### config.mk
export PLATFORM = sky130hd
export DESIGN_NAME = bitcount_engine
export DESIGN_NICKNAME = d
export VERILOG_FILES = /design/src/rtl/bitcount_pkg.sv /design/src/rtl/bc_operand_reg.sv /design/src/rtl/bc_tally.sv /design/src/rtl/bc_ctrl.sv /design/src/rtl/bitcount_engine.sv
export SDC_FILE = /design/constraint.sdc
export NUM_CORES = 1
export LEC_CHECK = 0
export ABC_CLOCK_PERIOD_IN_PS = 2900
export BUFFER_PORTS_ARGS = -buffer_cell sky130_fd_sc_hd__buf_2
export CAP_MARGIN = 20
export CORE_ASPECT_RATIO = 1.5
export CORE_MARGIN = 8
export CORE_UTILIZATION = 40
export DETAILED_ROUTE_END_ITERATION = 8
export PLACE_DENSITY = 0.61
export SETUP_SLACK_MARGIN = 0.15
export SKIP_CTS_REPAIR_TIMING = 1
export SYNTH_ARGS = -nofsm -noshare
export SYNTH_HDL_FRONTEND = slang
export SYNTH_HIERARCHICAL = 1
export SYNTH_SLANG_ARGS = --single-unit
### constraint.sdc
create_clock -name clk -period 2.9 [get_ports clk]
set_input_delay 0.145 -clock clk [delete_from_list [all_inputs] [get_ports clk]]
set_output_delay 0.145 -clock clk [all_outputs]
set_load 0.05 [all_outputs]
### src/rtl/bitcount_pkg.sv
package bitcount_pkg;

  typedef enum logic [1:0] {
    ST_IDLE  = 2'd0,
    ST_COUNT = 2'd1,
    ST_DONE  = 2'd2
  } bc_state_e;

  function automatic int tally_width(input int word_bits);
    return $clog2(word_bits) + 1;
  endfunction

endpackage

### src/rtl/bc_operand_reg.sv
module bc_operand_reg #(
  parameter int W = 16
) (
  input  logic         clk,
  input  logic         rst,
  input  logic         load,
  input  logic         shift,
  input  logic [W-1:0] d,
  output logic [W-1:0] q
);

  always_ff @(posedge clk or posedge rst) begin
    if (rst) begin
      q <= '0;
    end else if (load) begin
      q <= d;
    end else if (shift) begin
      q <= {1'b0, q[W-1:1]};
    end
  end

endmodule

### src/rtl/bc_tally.sv
module bc_tally #(
  parameter int CW = 5
) (
  input  logic          clk,
  input  logic          rst,
  input  logic          clr,
  input  logic          inc,
  output logic [CW-1:0] q
);

  always_ff @(posedge clk or posedge rst) begin
    if (rst) begin
      q <= '0;
    end else if (clr) begin
      q <= '0;
    end else if (inc) begin
      q <= q + 1'b1;
    end
  end

endmodule

### src/rtl/bc_ctrl.sv
module bc_ctrl
  import bitcount_pkg::*;
(
  input  logic clk,
  input  logic rst,
  input  logic start,
  input  logic opnd_zero,
  input  logic opnd_lsb,
  output logic load_op,
  output logic shift_op,
  output logic clr_cnt,
  output logic inc_cnt,
  output logic busy,
  output logic done
);

  bc_state_e state_q, state_d;

  always_ff @(posedge clk or posedge rst) begin
    if (rst) state_q <= ST_IDLE;
    else     state_q <= state_d;
  end

  always_comb begin
    state_d = state_q;
    unique case (state_q)
      ST_IDLE:  if (start)     state_d = ST_COUNT;
      ST_COUNT: if (opnd_zero) state_d = ST_DONE;
      ST_DONE:  if (!start)    state_d = ST_IDLE;
      default:                 state_d = ST_IDLE;
    endcase
  end

  always_comb begin
    load_op  = (state_q == ST_IDLE) && !start;
    clr_cnt  = (state_q == ST_IDLE);
    shift_op = (state_q == ST_COUNT);
    inc_cnt  = (state_q == ST_COUNT) && !opnd_zero && opnd_lsb;
    busy     = (state_q == ST_COUNT);
    done     = (state_q == ST_DONE);
  end

endmodule

### src/rtl/bitcount_engine.sv
module bitcount_engine
  import bitcount_pkg::*;
#(
  parameter int WIDTH = 16,
  localparam int CW = tally_width(WIDTH)
) (
  input  logic             clk,
  input  logic             rst,
  input  logic             start,
  input  logic [WIDTH-1:0] data_in,
  output logic             done,
  output logic [CW-1:0]    count
);

  logic [WIDTH-1:0] opnd_q;
  logic             opnd_zero;
  logic             load_op, shift_op, clr_cnt, inc_cnt, busy;

  assign opnd_zero = ~|opnd_q;

  bc_ctrl u_ctrl (
    .clk      (clk),
    .rst      (rst),
    .start    (start),
    .opnd_zero(opnd_zero),
    .opnd_lsb (opnd_q[0]),
    .load_op  (load_op),
    .shift_op (shift_op),
    .clr_cnt  (clr_cnt),
    .inc_cnt  (inc_cnt),
    .busy     (busy),
    .done     (done)
  );

  bc_operand_reg #(.W(WIDTH)) u_opnd (
    .clk  (clk),
    .rst  (rst),
    .load (load_op),
    .shift(shift_op),
    .d    (data_in),
    .q    (opnd_q)
  );

  bc_tally #(.CW(CW)) u_tally (
    .clk(clk),
    .rst(rst),
    .clr(clr_cnt),
    .inc(inc_cnt),
    .q  (count)
  );

endmodule

==> results of run 1 <==
[through the flow]
stage                     worst slack (ps)  total power, mW  hold WS (ps)
after floorplan                       1210            0.973          -114
after global placement                1050             1.02          17.8
after detailed placement              1070             1.03          28.1
after CTS                             1060             1.23          -258
after global routing                   987             1.31           102
final                                 1090             1.22          85.8
[sequential cells by signal (all words and copies together), names as in the netlist]
name            flops
u_opnd/q           16
u_tally/q           5
u_ctrl/state_q      2
[cell type report]
class,instances,area share
Clock buffer,4,0.0336
Inverter,3,0.00840
Tap cell,39,0.0364
Timing Repair Buffer,26,0.103
Sequential cell,23,0.430
Multi-Input combinational cell,77,0.389
[layer usage]
layer  GRT usage  wire (um)
met4      0.0432         23
met5           0          0
met1       0.107        983
met2       0.188       1190
met3      0.0233        104
[worst reg2reg max path: stages, from the launching register on]
cell	delay (ps)
sky130_fd_sc_hd__dfrtp_1	410
sky130_fd_sc_hd__nor4_1	320
sky130_fd_sc_hd__and4_1	280
sky130_fd_sc_hd__and3b_2	270
sky130_fd_sc_hd__nand4_1	120
sky130_fd_sc_hd__mux2_4	300
[path summary, 6_finish.rpt]
check	start	end	slack (ps)
setup reg to reg	u_opnd/q[4]	u_tally/q[4]	1090
hold / removal	data_in[2]	u_opnd/q[2]	90
min in group asynchronous	rst	u_ctrl/state_q[0]	300
max in group asynchronous	rst	u_opnd/q[7]	1970
setup / recovery	u_opnd/q[4]	u_tally/q[4]	1090
hold reg to reg	u_ctrl/state_q[1]	u_ctrl/state_q[0]	530
[power breakdown]
group,internal (mW),switching [mW],leakage (nW)
Sequential,0.433,0.104,0.300
Combinational,0.208,0.279,0.393
Clock,0.0978,0.0949,0.0228
[logic make-up after synthesis]
family / Yosys count
compound gates: 20
simple gates: 37
mux: 18
xor+xnor: 1
buf+inv: 10
fa+ha+maj: 1
flops: 23
[cell usage in the layout (no fill, tap or decap)]
master / n
sky130_fd_sc_hd__xnor2_1: 1
sky130_fd_sc_hd__a21oi_1: 1
sky130_fd_sc_hd__clkbuf_8: 3
sky130_fd_sc_hd__dlygate4sd3_1: 1
sky130_fd_sc_hd__o21ai_0: 7
sky130_fd_sc_hd__nand4_1: 1
sky130_fd_sc_hd__and4_1: 1
sky130_fd_sc_hd__nand2b_1: 1
sky130_fd_sc_hd__nor2_1: 6
sky130_fd_sc_hd__nand4_2: 1
sky130_fd_sc_hd__nor2b_1: 2
sky130_fd_sc_hd__nor3_2: 1
sky130_fd_sc_hd__a21bo_1: 1
sky130_fd_sc_hd__and3b_2: 1
sky130_fd_sc_hd__o21ai_1: 9
sky130_fd_sc_hd__a22o_1: 1
sky130_fd_sc_hd__nand2_1: 16
sky130_fd_sc_hd__nand3b_1: 1
sky130_fd_sc_hd__and2b_1: 1
sky130_fd_sc_hd__mux2i_1: 16
sky130_fd_sc_hd__mux2_4: 2
sky130_fd_sc_hd__nor4_1: 4
sky130_fd_sc_hd__buf_2: 24
sky130_fd_sc_hd__dfrtp_1: 23
sky130_fd_sc_hd__clkbuf_1: 1
sky130_fd_sc_hd__a211oi_1: 1
sky130_fd_sc_hd__and2b_4: 1
sky130_fd_sc_hd__ha_1: 1
sky130_fd_sc_hd__inv_1: 3
sky130_fd_sc_hd__buf_4: 1
==> run summary, run 1 <==
The logs give 1.77 mm for the HPWL after detailed placement and 0.470 for the end-of-flow core utilization. The simple logic cell fraction of the synthesized area is 0.166, and the via count of the first global-routing pass is 927. Entering global routing, the biggest net connects 33 pins. Power spread over the standard cell area amounts to 907 nW/um^2. The worst path needs 1810 ps of the cycle, external delays included. In the final design database the tool counted 154 nets. Setup violations remaining at the end of the flow were counted as 0. With fillers left out, the area of the finished cells amounts to 1340 um^2. The endpoint class of the critical path is a flip-flop.

The number of antenna-violating nets in the routed design was 0. The tools report the master cell of the clock root buffer as sky130_fd_sc_hd__clkbuf_8. During synthesis, Yosys emitted a total of 6 warnings. For the placed instance area, the log shows 1280 um^2.

The synthesized netlist contains 30 unique library cells. For the H-tree depth, the log shows 1. The startpoint class of the critical path is a flip-flop. Once layout is complete, the cells apart from fillers number 172. The sum of buffers and inverters on the critical path is 0. For this design, the sink count on the clock tree is 23. The leakage component of the power was 0.716 nW; the share of the yosys chip area belonging to registers was 0.493.

Setup total negative slack on the finished layout was measured at 0 ps. The share of layout cells above drive strength 1 is 0.256, and the highest clock frequency the design can meet is 554 MHz. Overflow left after global routing: 0.

Summing every instance area after synthesis gives 1170 um^2. The number of nets in the synthesized netlist is 130, and the number of logic stages on the critical path including buffering is 5. The critical path goes through nor4_1 > and4_1 > and3b_2 > nand4_1 > mux2_4.

Compared with the post-synthesis result, the final layout area differs by 14.8%. The data required time of the worst path is 3050 ps, and the multi-input gate area in the final layout is 522 um^2. The xor-xnor portion of the synthesized cell area was 0.00750.

The logs give 0 for the number of endpoints with negative hold slack in the final report and 110 for the count of mapped cells out of synthesis. Portion of the clock cycle consumed by the worst path in the final layout: 0.623. Measured in cells, the most critical reg-to-reg path has a length of 5. The run finished with clean final reports.

The congestion estimate from routability-driven global placement came to 0.761. The main combinational cell family by area after synthesis was simple AND/OR/NAND/NOR gates. The type of the worst setup path was reg -> reg. Height of the die: 82.2 um. The floorplan step defined a die boundary enclosing 4940 um^2. Summed over all instances, the cell type with the most area after synthesis is sky130_fd_sc_hd__dfrtp_1.

The number of max-cap violations is 0, and the max-slew headroom at the worst pin is 0.584. In this run, synthesis inferred 0 flip-flops with an integrated enable. The kind of cell with the highest combined delay along the critical path is simple AND/OR/NAND/NOR gates. The initial antenna violation count is 0.

For the pin with the worst max-slew slack, the measured transition is 623 ps. The clock arrives with 5.27 ps of skew. The number of core rows was 24; the clock slew seen by the registers of the worst setup and hold paths was 80 ps. The master of the slowest instance on the critical path was sky130_fd_sc_hd__dfrtp_1. For the initial core utilization, the log shows 0.409. IR analysis of the VDD net gives a maximum drop of 477 uV. The logs give 3 for the CTS buffer count and 0 for the number of diodes. For the aggregate routed wire length, the log shows 2.30 mm. The post-synthesis compound-gate area fraction works out to 0.0954. sky130_fd_sc_hd__dfrtp_1 is the most common cell in the netlist. The run gives 0 as the number of slew-limit violations in the final report. The async set-or-reset flop fraction in the synthesized netlist was 1.00; the overall via count from detail_route was 856.

In the routed design, unresolved DRC markers number 0. Ranked by instance count, the synthesized netlist is headed by sky130_fd_sc_hd__dfrtp_1, sky130_fd_sc_hd__mux2i_1, sky130_fd_sc_hd__nand2_1, sky130_fd_sc_hd__o21ai_1, sky130_fd_sc_hd__o21ai_0. The filler cell count in the final layout was 279; the width of the chip was 60.1 um.

The largest fanout on the critical path was 6. The min-delay analysis places its worst path in the category in -> reg. Counting along the longest clock path gives a buffer depth of 2. In this run, the number of DRC markers left after iteration 0 of detailed routing was 7. Dividing the synthesized area by the synthesized cell count gives 10.6 um^2. The fraction of synthesized area in multiplexers was 0.163. The run gives 167 as the placed instance count. After synthesis, the cell types taking the most area are sky130_fd_sc_hd__dfrtp_1, sky130_fd_sc_hd__mux2i_1, sky130_fd_sc_hd__nand2_1, sky130_fd_sc_hd__o21ai_1, sky130_fd_sc_hd__o21ai_0. In this design, the stage delay of the slowest critical-path cell is 410 ps.

The run gives 25 as the top-level port count. The most used flip-flop cell after synthesis is sky130_fd_sc_hd__dfrtp_1. The tools report the total core area as 2850 um^2.

For this run, the detailed router's first-pass iteration total came to 2. Global-route usage over all layers: 0.102. The worst hold path stage count was 3.

TritonCTS built the clock tree. The wire length of the first global-routing pass came out at 3.92 mm. The clock latency of the later-clocked register in the worst-skew pair is 260 ps.

Registers take 576 um^2. Per-cell via count in the routed design: 4.98. In the final routed layout, each cell accounts on average for 13.4 um.

The synthesized design contains 23 register bits. At the worst endpoint, the arrival time is 1960 ps. The arithmetic-cell share of the synthesized area counting full adders, half adders and majority gates was 0.0107. Setup repair after global routing left no endpoint under its margin. The top cell type's share of synthesized area works out to 0.493. Port buffering added 24 buffers.
Power figures use the tool's default switching activity.
==> run 2: changes to the inputs <==
ABC_CLOCK_PERIOD_IN_PS = 1500   (was 2900)
PLACE_DENSITY = 0.63   (was 0.61)
clock period = 1.5 ns   (was 2.9 ns; I/O delays follow)
==> run summary, run 2 (same netlist as run 1, synthesis figures left out) <==
The tools report the HPWL after detailed placement as 1.91 mm (was 1.77 mm). The master of the slowest instance on the critical path is sky130_fd_sc_hd__dfrtp_1 (unchanged). Number of slew-limit violations in the final report: 0 (unchanged). Biggest registers after layout: u_opnd/q: 16 flops, u_tally/q: 5 flops, u_ctrl/state_q: 2 flops (unchanged). Chain of cells forming the critical path: nor4_2 > and4_1 > and3b_2 > nand4_1 > mux2_4 (was nor4_1 > and4_1 > and3b_2 > nand4_1 > mux2_4). The logs give 1820 ps (was 1960 ps) for the arrival time reported for the critical path endpoint and 3 (unchanged) for the CTS buffer count.

The run gives 3.57 ps (was 5.27 ps) as the final worst clock skew. The clock slew seen by the registers of the worst setup and hold paths was 80 ps (about the same). For the number of endpoints with negative hold slack in the final report, the log shows 0 (unchanged). The number of buffers between clock root and the deepest sink is 2 (unchanged), and the leakage component of the power is 0.850 nW (was 0.716 nW).

The placed instance area was 1450 um^2 (was 1280 um^2). Setup repair after global routing could not meet its margin everywhere. The logs give 28 (was 33) for the pin count of the biggest net entering global routing and 4940 um^2 (unchanged) for the overall die area. For the total power draw, the log shows 2.75 mW (was 1.22 mW). The cell class contributing the biggest share of worst-path delay was simple AND/OR/NAND/NOR gates (unchanged).

The share of layout cells above drive strength 1 works out to 0.395 (was 0.256). The run gives 260 ps (about the same) as the clock latency of the later-clocked register in the worst-skew pair. The global-route usage over all layers was 0.104 (was 0.102). The quantity of I/O buffers inserted on ports was 24 (unchanged); the data required time of the worst path was 1650 ps (was 3050 ps). The startpoint class of the critical path was a flip-flop (unchanged). The delay of the slowest cell on the worst path was 400 ps (was 410 ps). Register ranked first by flip-flop count: u_opnd/q (unchanged). The number of flip-flops under the largest register name is 16 (unchanged), and the number of antenna-violating nets in the routed design is 0 (unchanged). The height of the die came out at 82.2 um (unchanged). Most used cells in the layout excluding fill and tap cells: sky130_fd_sc_hd__buf_4, sky130_fd_sc_hd__buf_2, sky130_fd_sc_hd__dfrtp_1 (was sky130_fd_sc_hd__buf_2, sky130_fd_sc_hd__dfrtp_1, sky130_fd_sc_hd__mux2i_1, sky130_fd_sc_hd__nand2_1, sky130_fd_sc_hd__o21ai_1). The per-cell via count in the routed design works out to 4.85 (was 4.98).

The number of diodes is 0 (unchanged). The tools report the start point of the worst min-delay path as data_in[13] (was data_in[2]). For the number of iterations in the first detailed-routing pass, the log shows 4 (was 2). The tools report the setup-violating endpoint count in the final report as 5 (was 0). The run gives 0.593 (was 0.584) as the max-slew headroom at the worst pin. The run gives 178 (was 154) as the count of nets after finishing. The master cell of the clock root buffer was sky130_fd_sc_hd__clkbuf_8 (unchanged).

Highest clock frequency the design can meet: 598 MHz (was 554 MHz). The logs give 0 (unchanged) for the overflow left after global routing and 0 (unchanged) for the initial antenna violation count. For the initial core utilization, the log shows 0.409 (unchanged). The overall via count from detail_route is 950 (was 856). The placed instance count was 189 (was 167).

The power density relative to cell area is 1760 nW/um^2 (was 907 nW/um^2). The final reports fail on negative setup slack. The aggregate routed wire length is 2.57 mm (was 2.30 mm), and the filler cell count in the final layout is 263 (was 279).

Start point of the critical path: u_opnd/q[9] (was u_opnd/q[4]). The run gives 969 (was 927) as the via count of the first global-routing pass. The number of DRC violations after detailed routing is 0 (unchanged), and the layout overhead on the synthesized area is 34.2% (was 14.8%). The sum of buffers and inverters on the critical path was 0 (unchanged); the design area was 1570 um^2 (was 1340 um^2).

The run gives -171 ps (was 1090 ps) as the post-route worst setup slack. The number of core rows was 24 (unchanged); the measured slew at the worst slew-check pin was 610 ps (was 623 ps). The flow ran to the end, but the final reports show violations. The type of the most critical hold path was in -> reg (unchanged). The total negative setup slack is -636 ps (was 0 ps), and the largest fanout on the critical path is 3 (was 6). The tools report the worst vdd rail ir drop as 963 uV (was 477 uV). Width of the chip: 60.1 um (unchanged). The top-level port count was 25 (unchanged); the H-tree depth was 1 (unchanged). The type of the worst setup path is reg -> reg (unchanged). The post-layout instance count excluding filler cells is 196 (was 172), and the routability congestion estimate is 0.717 (was 0.761).

The number of max-cap violations came out at 0 (unchanged). The number of DRC markers after the initial detailed-route iteration came out at 17 (was 7). Endpoint class of the critical path: a flip-flop (unchanged). Number of clock sinks seen by CTS: 23 (unchanged). The average wire per standard cell is 13.1 um (was 13.4 um). Launch point of the worst reg-to-reg path: u_opnd/q[9] (was u_opnd/q[4]). The portion of the clock cycle consumed by the worst path in the final layout is 1.11 (was 0.623), and the wire length of the first global-routing pass is 3.97 mm (was 3.92 mm). The total core area is 2850 um^2 (unchanged).

The final critical delay including setup and external delays was 1670 ps (was 1810 ps). TritonCTS built the clock tree.
==> run 2: metrics by stage <==
stage / setup slack, ps / utilization / hold WS, ps
2_1_floorplan: -187 / - / -184
3_3_place_gp: -216 / 0.508 / -48.9
3_5_place_dp: -222 / 0.508 / -40.3
4_1_cts: -231 / 0.524 / -325
5_1_grt: -251 / 0.549 / 15.4
6_report: -171 / 0.549 / 18.1
==> run 2: where the power goes <==
group	total [mW]	leakage (nW)	switching, mW	internal (mW)
clock	0.379	0.0228	0.190	0.189
sequential	1.01	0.300	0.177	0.836
combinational	1.36	0.527	0.659	0.701
==> run 2: area by class of cell <==
type	count	area, um^2	share of cell area
inverters	3	11.3	0.00719
clock buffers	4	45.0	0.0288
repair buffers	50	332	0.212
flip-flops and latches	23	576	0.367
well taps	39	48.8	0.0312
multi-input cells	77	554	0.354
==> run 2: worst paths after layout <==
kind                                           to  slack [ps]  cells after the start
worst max-delay path                 u_tally/q[4]        -170                      5
worst min-delay path                 u_opnd/q[13]          20                      3
worst max register to register       u_tally/q[4]        -170                      5
worst min register to register  u_ctrl/state_q[0]         560                      2
max in group asynchronous            u_opnd/q[11]         650                      3
min in group asynchronous       u_ctrl/state_q[0]         240                      3
==> run 2: worst min-delay path, cell delays in order <==
cell and delay (ps):
sky130_fd_sc_hd__buf_2 70, sky130_fd_sc_hd__nand2_1 40, sky130_fd_sc_hd__o21ai_0 50
==> run 2: metal layers <==
| layer | track usage | vias up | share of wire |
|---|---|---|---|
| li1 | - | 476 | - |
| met1 | 0.107 | 451 | 0.41 |
| met2 | 0.189 | 19 | 0.54 |
| met5 | 0 | - | 0 |
| met3 | 0.0248 | 4 | 0.037 |
| met4 | 0.0528 | 0 | 0.013 |
==> run 3: changes to the inputs <==
ABC_AREA = 1   (was unset)
PLACE_DENSITY = 0.62   (was 0.63)
==> run summary, run 3 <==
The master cell of the clock root buffer was sky130_fd_sc_hd__clkbuf_8 (unchanged). The delay of the slowest cell on the worst path was 390 ps (was 400 ps). TritonCTS built the clock tree. The portion of the clock cycle consumed by the worst path in the final layout was 1.01 (was 1.11). The worst-case setup slack after placement came out at -27.3 ps (was -222 ps). The width of the chip came out at 61.7 um (was 60.1 um). The startpoint class of the critical path is a flip-flop (unchanged).

For the switching power, the log shows 1.13 mW (was 1.03 mW). The depth of the worst register-to-register path was 12 (was 5). The average wire per standard cell was 12.0 um (was 13.1 um).

The total power draw is 2.69 mW (was 2.75 mW). The cell type with the largest total area after synthesis was sky130_fd_sc_hd__dfrtp_1 (unchanged). Cell class contributing the biggest share of worst-path delay: simple AND/OR/NAND/NOR gates (unchanged). The final critical delay including setup and external delays came out at 1510 ps (was 1670 ps). The prevailing post-synth register cell was sky130_fd_sc_hd__dfrtp_1 (unchanged).

The highest clock frequency the design can meet was 662 MHz (was 598 MHz); the wire length on met1 was 1.13 mm (was 1.05 mm). The met2 wire length is 1.54 mm (was 1.39 mm). Biggest registers after layout: u_opnd/q: 16 flops, u_tally/q: 5 flops, u_ctrl/state_q: 2 flops (unchanged). For the arrival time reported for the critical path endpoint, the log shows 1660 ps (was 1820 ps). For the leakage component of the power, the log shows 0.840 nW (was 0.850 nW).

The internal power consumption is 1.57 mW (was 1.73 mW), and the overflow left after global routing is 0 (unchanged). The count of different cell masters after synthesis was 18 (was 30); the total core area was 3070 um^2 (was 2850 um^2). The per-cell via count in the routed design is 4.67 (was 4.85). The master of the slowest instance on the critical path was sky130_fd_sc_hd__dfrtp_1 (unchanged). Setup repair after global routing could not meet its margin everywhere. The share of layout cells above drive strength 1 is 0.260 (was 0.395), and the final worst clock skew is 2.36 ps (was 3.57 ps). The run gives 2 (unchanged) as the number of buffers between clock root and the deepest sink. The global-route usage over all layers was 0.119 (was 0.104); the measured slew at the worst slew-check pin was 636 ps (was 610 ps). The run gives -10.7 ps (was -636 ps) as the total negative setup slack. The number of nets in the synthesized netlist was 187 (was 130); the wire length on met3 was 182 um (was 95 um). Clock group share of total power: 0.139 (was 0.138).

The type of the most critical hold path is in -> reg (unchanged). Setup-violating endpoint count in the final report: 1 (was 5). The top-level port count came out at 25 (unchanged).

The overall via count from detail_route is 1120 (was 950), and the count of mapped cells out of synthesis is 167 (was 110). The number of slew-limit violations in the final report was 0 (unchanged); the HPWL after detailed placement was 2.20 mm (was 1.91 mm). Leaving out fill and tap cells, the most frequent cell in the layout is sky130_fd_sc_hd__nand2_1. The synthesized area per cell was 7.50 um^2 (was 10.6 um^2). The sum of buffers and inverters on the critical path is 1 (was 0).

The tools report the routability congestion estimate as 0.788 (was 0.717). The tools report the endpoint class of the critical path as a flip-flop (unchanged). The number of DRC markers after the initial detailed-route iteration is 28 (was 17), and the power share of the combinational group is 0.483 (was 0.494). Leading post-synthesis cells by cell area: sky130_fd_sc_hd__dfrtp_1, sky130_fd_sc_hd__nand2_1, sky130_fd_sc_hd__nand3_1, sky130_fd_sc_hd__inv_1, sky130_fd_sc_hd__nor2_1 (was sky130_fd_sc_hd__dfrtp_1, sky130_fd_sc_hd__mux2i_1, sky130_fd_sc_hd__nand2_1, sky130_fd_sc_hd__o21ai_1, sky130_fd_sc_hd__o21ai_0).

Type of the worst setup path: reg -> reg (unchanged). The fraction of synthesized area in multiplexers was 0 (was 0.163). The number of max-cap violations came out at 0 (unchanged).

For the number of core rows, the log shows 25 (was 24). The overall die area was 5210 um^2 (was 4940 um^2); the number of iterations in the first detailed-routing pass was 4 (unchanged). The arithmetic-cell share of the synthesized area counting full adders, half adders and majority gates works out to 0.00999 (was 0.0107). The flow ran to the end, but the final reports show violations.

The initial antenna violation count was 0 (unchanged). The number of logic stages on the critical path including buffering is 12 (was 5). For the count of yosys warnings during synthesis, the log shows 6 (unchanged). The max-slew headroom at the worst pin was 0.575 (was 0.593); the via count of the first global-routing pass was 1147 (was 969). The main combinational cell family by area after synthesis is simple AND/OR/NAND/NOR gates (unchanged). Most used cells in the layout excluding fill and tap cells: sky130_fd_sc_hd__nand2_1, sky130_fd_sc_hd__nand3_1, sky130_fd_sc_hd__inv_1, sky130_fd_sc_hd__buf_2, sky130_fd_sc_hd__dfrtp_1 (was sky130_fd_sc_hd__buf_4, sky130_fd_sc_hd__buf_2, sky130_fd_sc_hd__dfrtp_1). Violations in the final reports: negative setup slack (unchanged). The number of antenna-violating nets in the routed design is 0 (unchanged).

List of most frequent post-synthesis cells: sky130_fd_sc_hd__nand2_1, sky130_fd_sc_hd__nand3_1, sky130_fd_sc_hd__inv_1, sky130_fd_sc_hd__dfrtp_1, sky130_fd_sc_hd__nor2_1 (was sky130_fd_sc_hd__dfrtp_1, sky130_fd_sc_hd__mux2i_1, sky130_fd_sc_hd__nand2_1, sky130_fd_sc_hd__o21ai_1, sky130_fd_sc_hd__o21ai_0). The CTS buffer count was 3 (unchanged); the aggregate routed wire length was 2.88 mm (was 2.57 mm). The run gives -10 ps (was -170 ps) as the worst-case register-to-register setup slack. The H-tree depth was 1 (unchanged).

Share of the yosys chip area belonging to registers: 0.460 (was 0.493). The tools report the number of endpoints with negative hold slack in the final report as 0 (unchanged). The synthesis-stage register bit count was 23 (unchanged). The quantity of I/O buffers inserted on ports works out to 24 (unchanged). The async set-or-reset flop fraction in the synthesized netlist works out to 1.00 (unchanged). The worst hold path stage count came out at 3 (unchanged).

The most common cell in the synthesized netlist was sky130_fd_sc_hd__nand2_1 (was sky130_fd_sc_hd__dfrtp_1). The number of enable-type register cells in the synthesized netlist was 0 (unchanged). The post-route worst setup slack is -10.7 ps (was -171 ps). The top cell type's share of synthesized area is 0.460 (was 0.493), and the number of flip-flops under the largest register name is 16 (unchanged). The simple logic cell fraction of the synthesized area was 0.384 (was 0.166). The height of the die was 84.5 um (was 82.2 um); the post-synthesis compound-gate area fraction was 0.0160 (was 0.0954). The xor-xnor portion of the synthesized cell area is 0.00699 (was 0.00750), and the number of DRC violations after detailed routing is 0 (unchanged). The tools report the wire length of the first global-routing pass as 4.86 mm (was 3.97 mm).

The largest fanout on the critical path was 4 (was 3). Chain of cells forming the critical path: nor2_1 > and2_1 > nand2_1 > nor2_2 > inv_1 > nand3_2 > nor2_4 > nor2_4 > nor2_2 > nand3_1 > nand2_1 > nor2_1 (was nor4_2 > and4_1 > and3b_2 > nand4_1 > mux2_4). The switching part of the total works out to 0.418 (was 0.373). The clock slew seen by the registers of the worst setup and hold paths came out at 80 ps (about the same). The highest routing layer actually used is met4 (unchanged).

The data required time of the worst path was 1650 ps (about the same); the number of clock sinks seen by CTS was 23 (unchanged). The number of diodes was 0 (unchanged). The sequential power share is 0.378 (was 0.368). The worst vdd rail ir drop was 839 uV (was 963 uV); the power density relative to cell area was 1740 nW/um^2 (was 1760 nW/um^2). The mapped cell area was 1250 um^2 (was 1170 um^2). The register ranked first by flip-flop count was u_opnd/q (unchanged).

The initial core utilization was 0.409 (about the same). The clock latency of the later-clocked register in the worst-skew pair is 260 ps (about the same). The count of nets after finishing was 221 (was 178).

The pin count of the biggest net entering global routing was 17 (was 28). The layout overhead on the synthesized area is 23.8% (was 34.2%).
-- run 3: cell families after synthesis --
kind of cell | Yosys count
compound gates | 4
xor+xnor | 1
fa+ha+maj | 1
buf+inv | 32
flops | 23
simple gates | 106
-- run 3: path summary, 6_finish.rpt --
path / from / end
setup / recovery: u_opnd/q[14] / u_tally/q[3]
hold / removal: data_in[15] / u_opnd/q[15]
setup reg to reg: u_opnd/q[14] / u_tally/q[3]
hold reg to reg: u_opnd/q[15] / u_opnd/q[15]
max in group asynchronous: rst / u_opnd/q[6]
min in group asynchronous: rst / u_ctrl/state_q[1]
-- run 3: power by group through the flow --
stage                     combinational [mW]  clock [mW]  sequential [mW]
after floorplan                        0.840           0             1.09
after global placement                  1.15           0             1.02
after detailed placement                1.18           0             1.03
after CTS                               1.18       0.398             1.02
after global routing                    1.46       0.424             1.05
final                                   1.30       0.375             1.02
-- run 3: layout make-up --
cell class	instances	area, um^2
clock buffers	4	45.0
fillers	345	1520
inverters	25	96.3
multi-input cells	112	549
flip-flops and latches	23	577
well taps	40	50.0
repair buffers	36	233
-- run 3: per-stage QoR --
step | std cells | util | hold slack [ps] | instance area [um^2]
after floorplan | 167 | - | -184 | 1260
after global placement | 229 | 0.465 | -55.6 | 1430
after detailed placement | 229 | 0.465 | -52.2 | 1430
after CTS | 233 | 0.480 | -341 | 1470
after global routing | 240 | 0.506 | 11.3 | 1550
final | 240 | 0.506 | 17.4 | 1550
-- run 3: layer usage --
layer  up-vias  GRT usage
li1        578          -
met1       520      0.118
met2        20      0.210
met3         2     0.0367
met4         0     0.0542
met5         -          0
-- run 3: tightest hold or removal path, cell delays in order --
cell and delay [ps]:
sky130_fd_sc_hd__buf_2 80, sky130_fd_sc_hd__nand2_1 40, sky130_fd_sc_hd__nand2_1 50
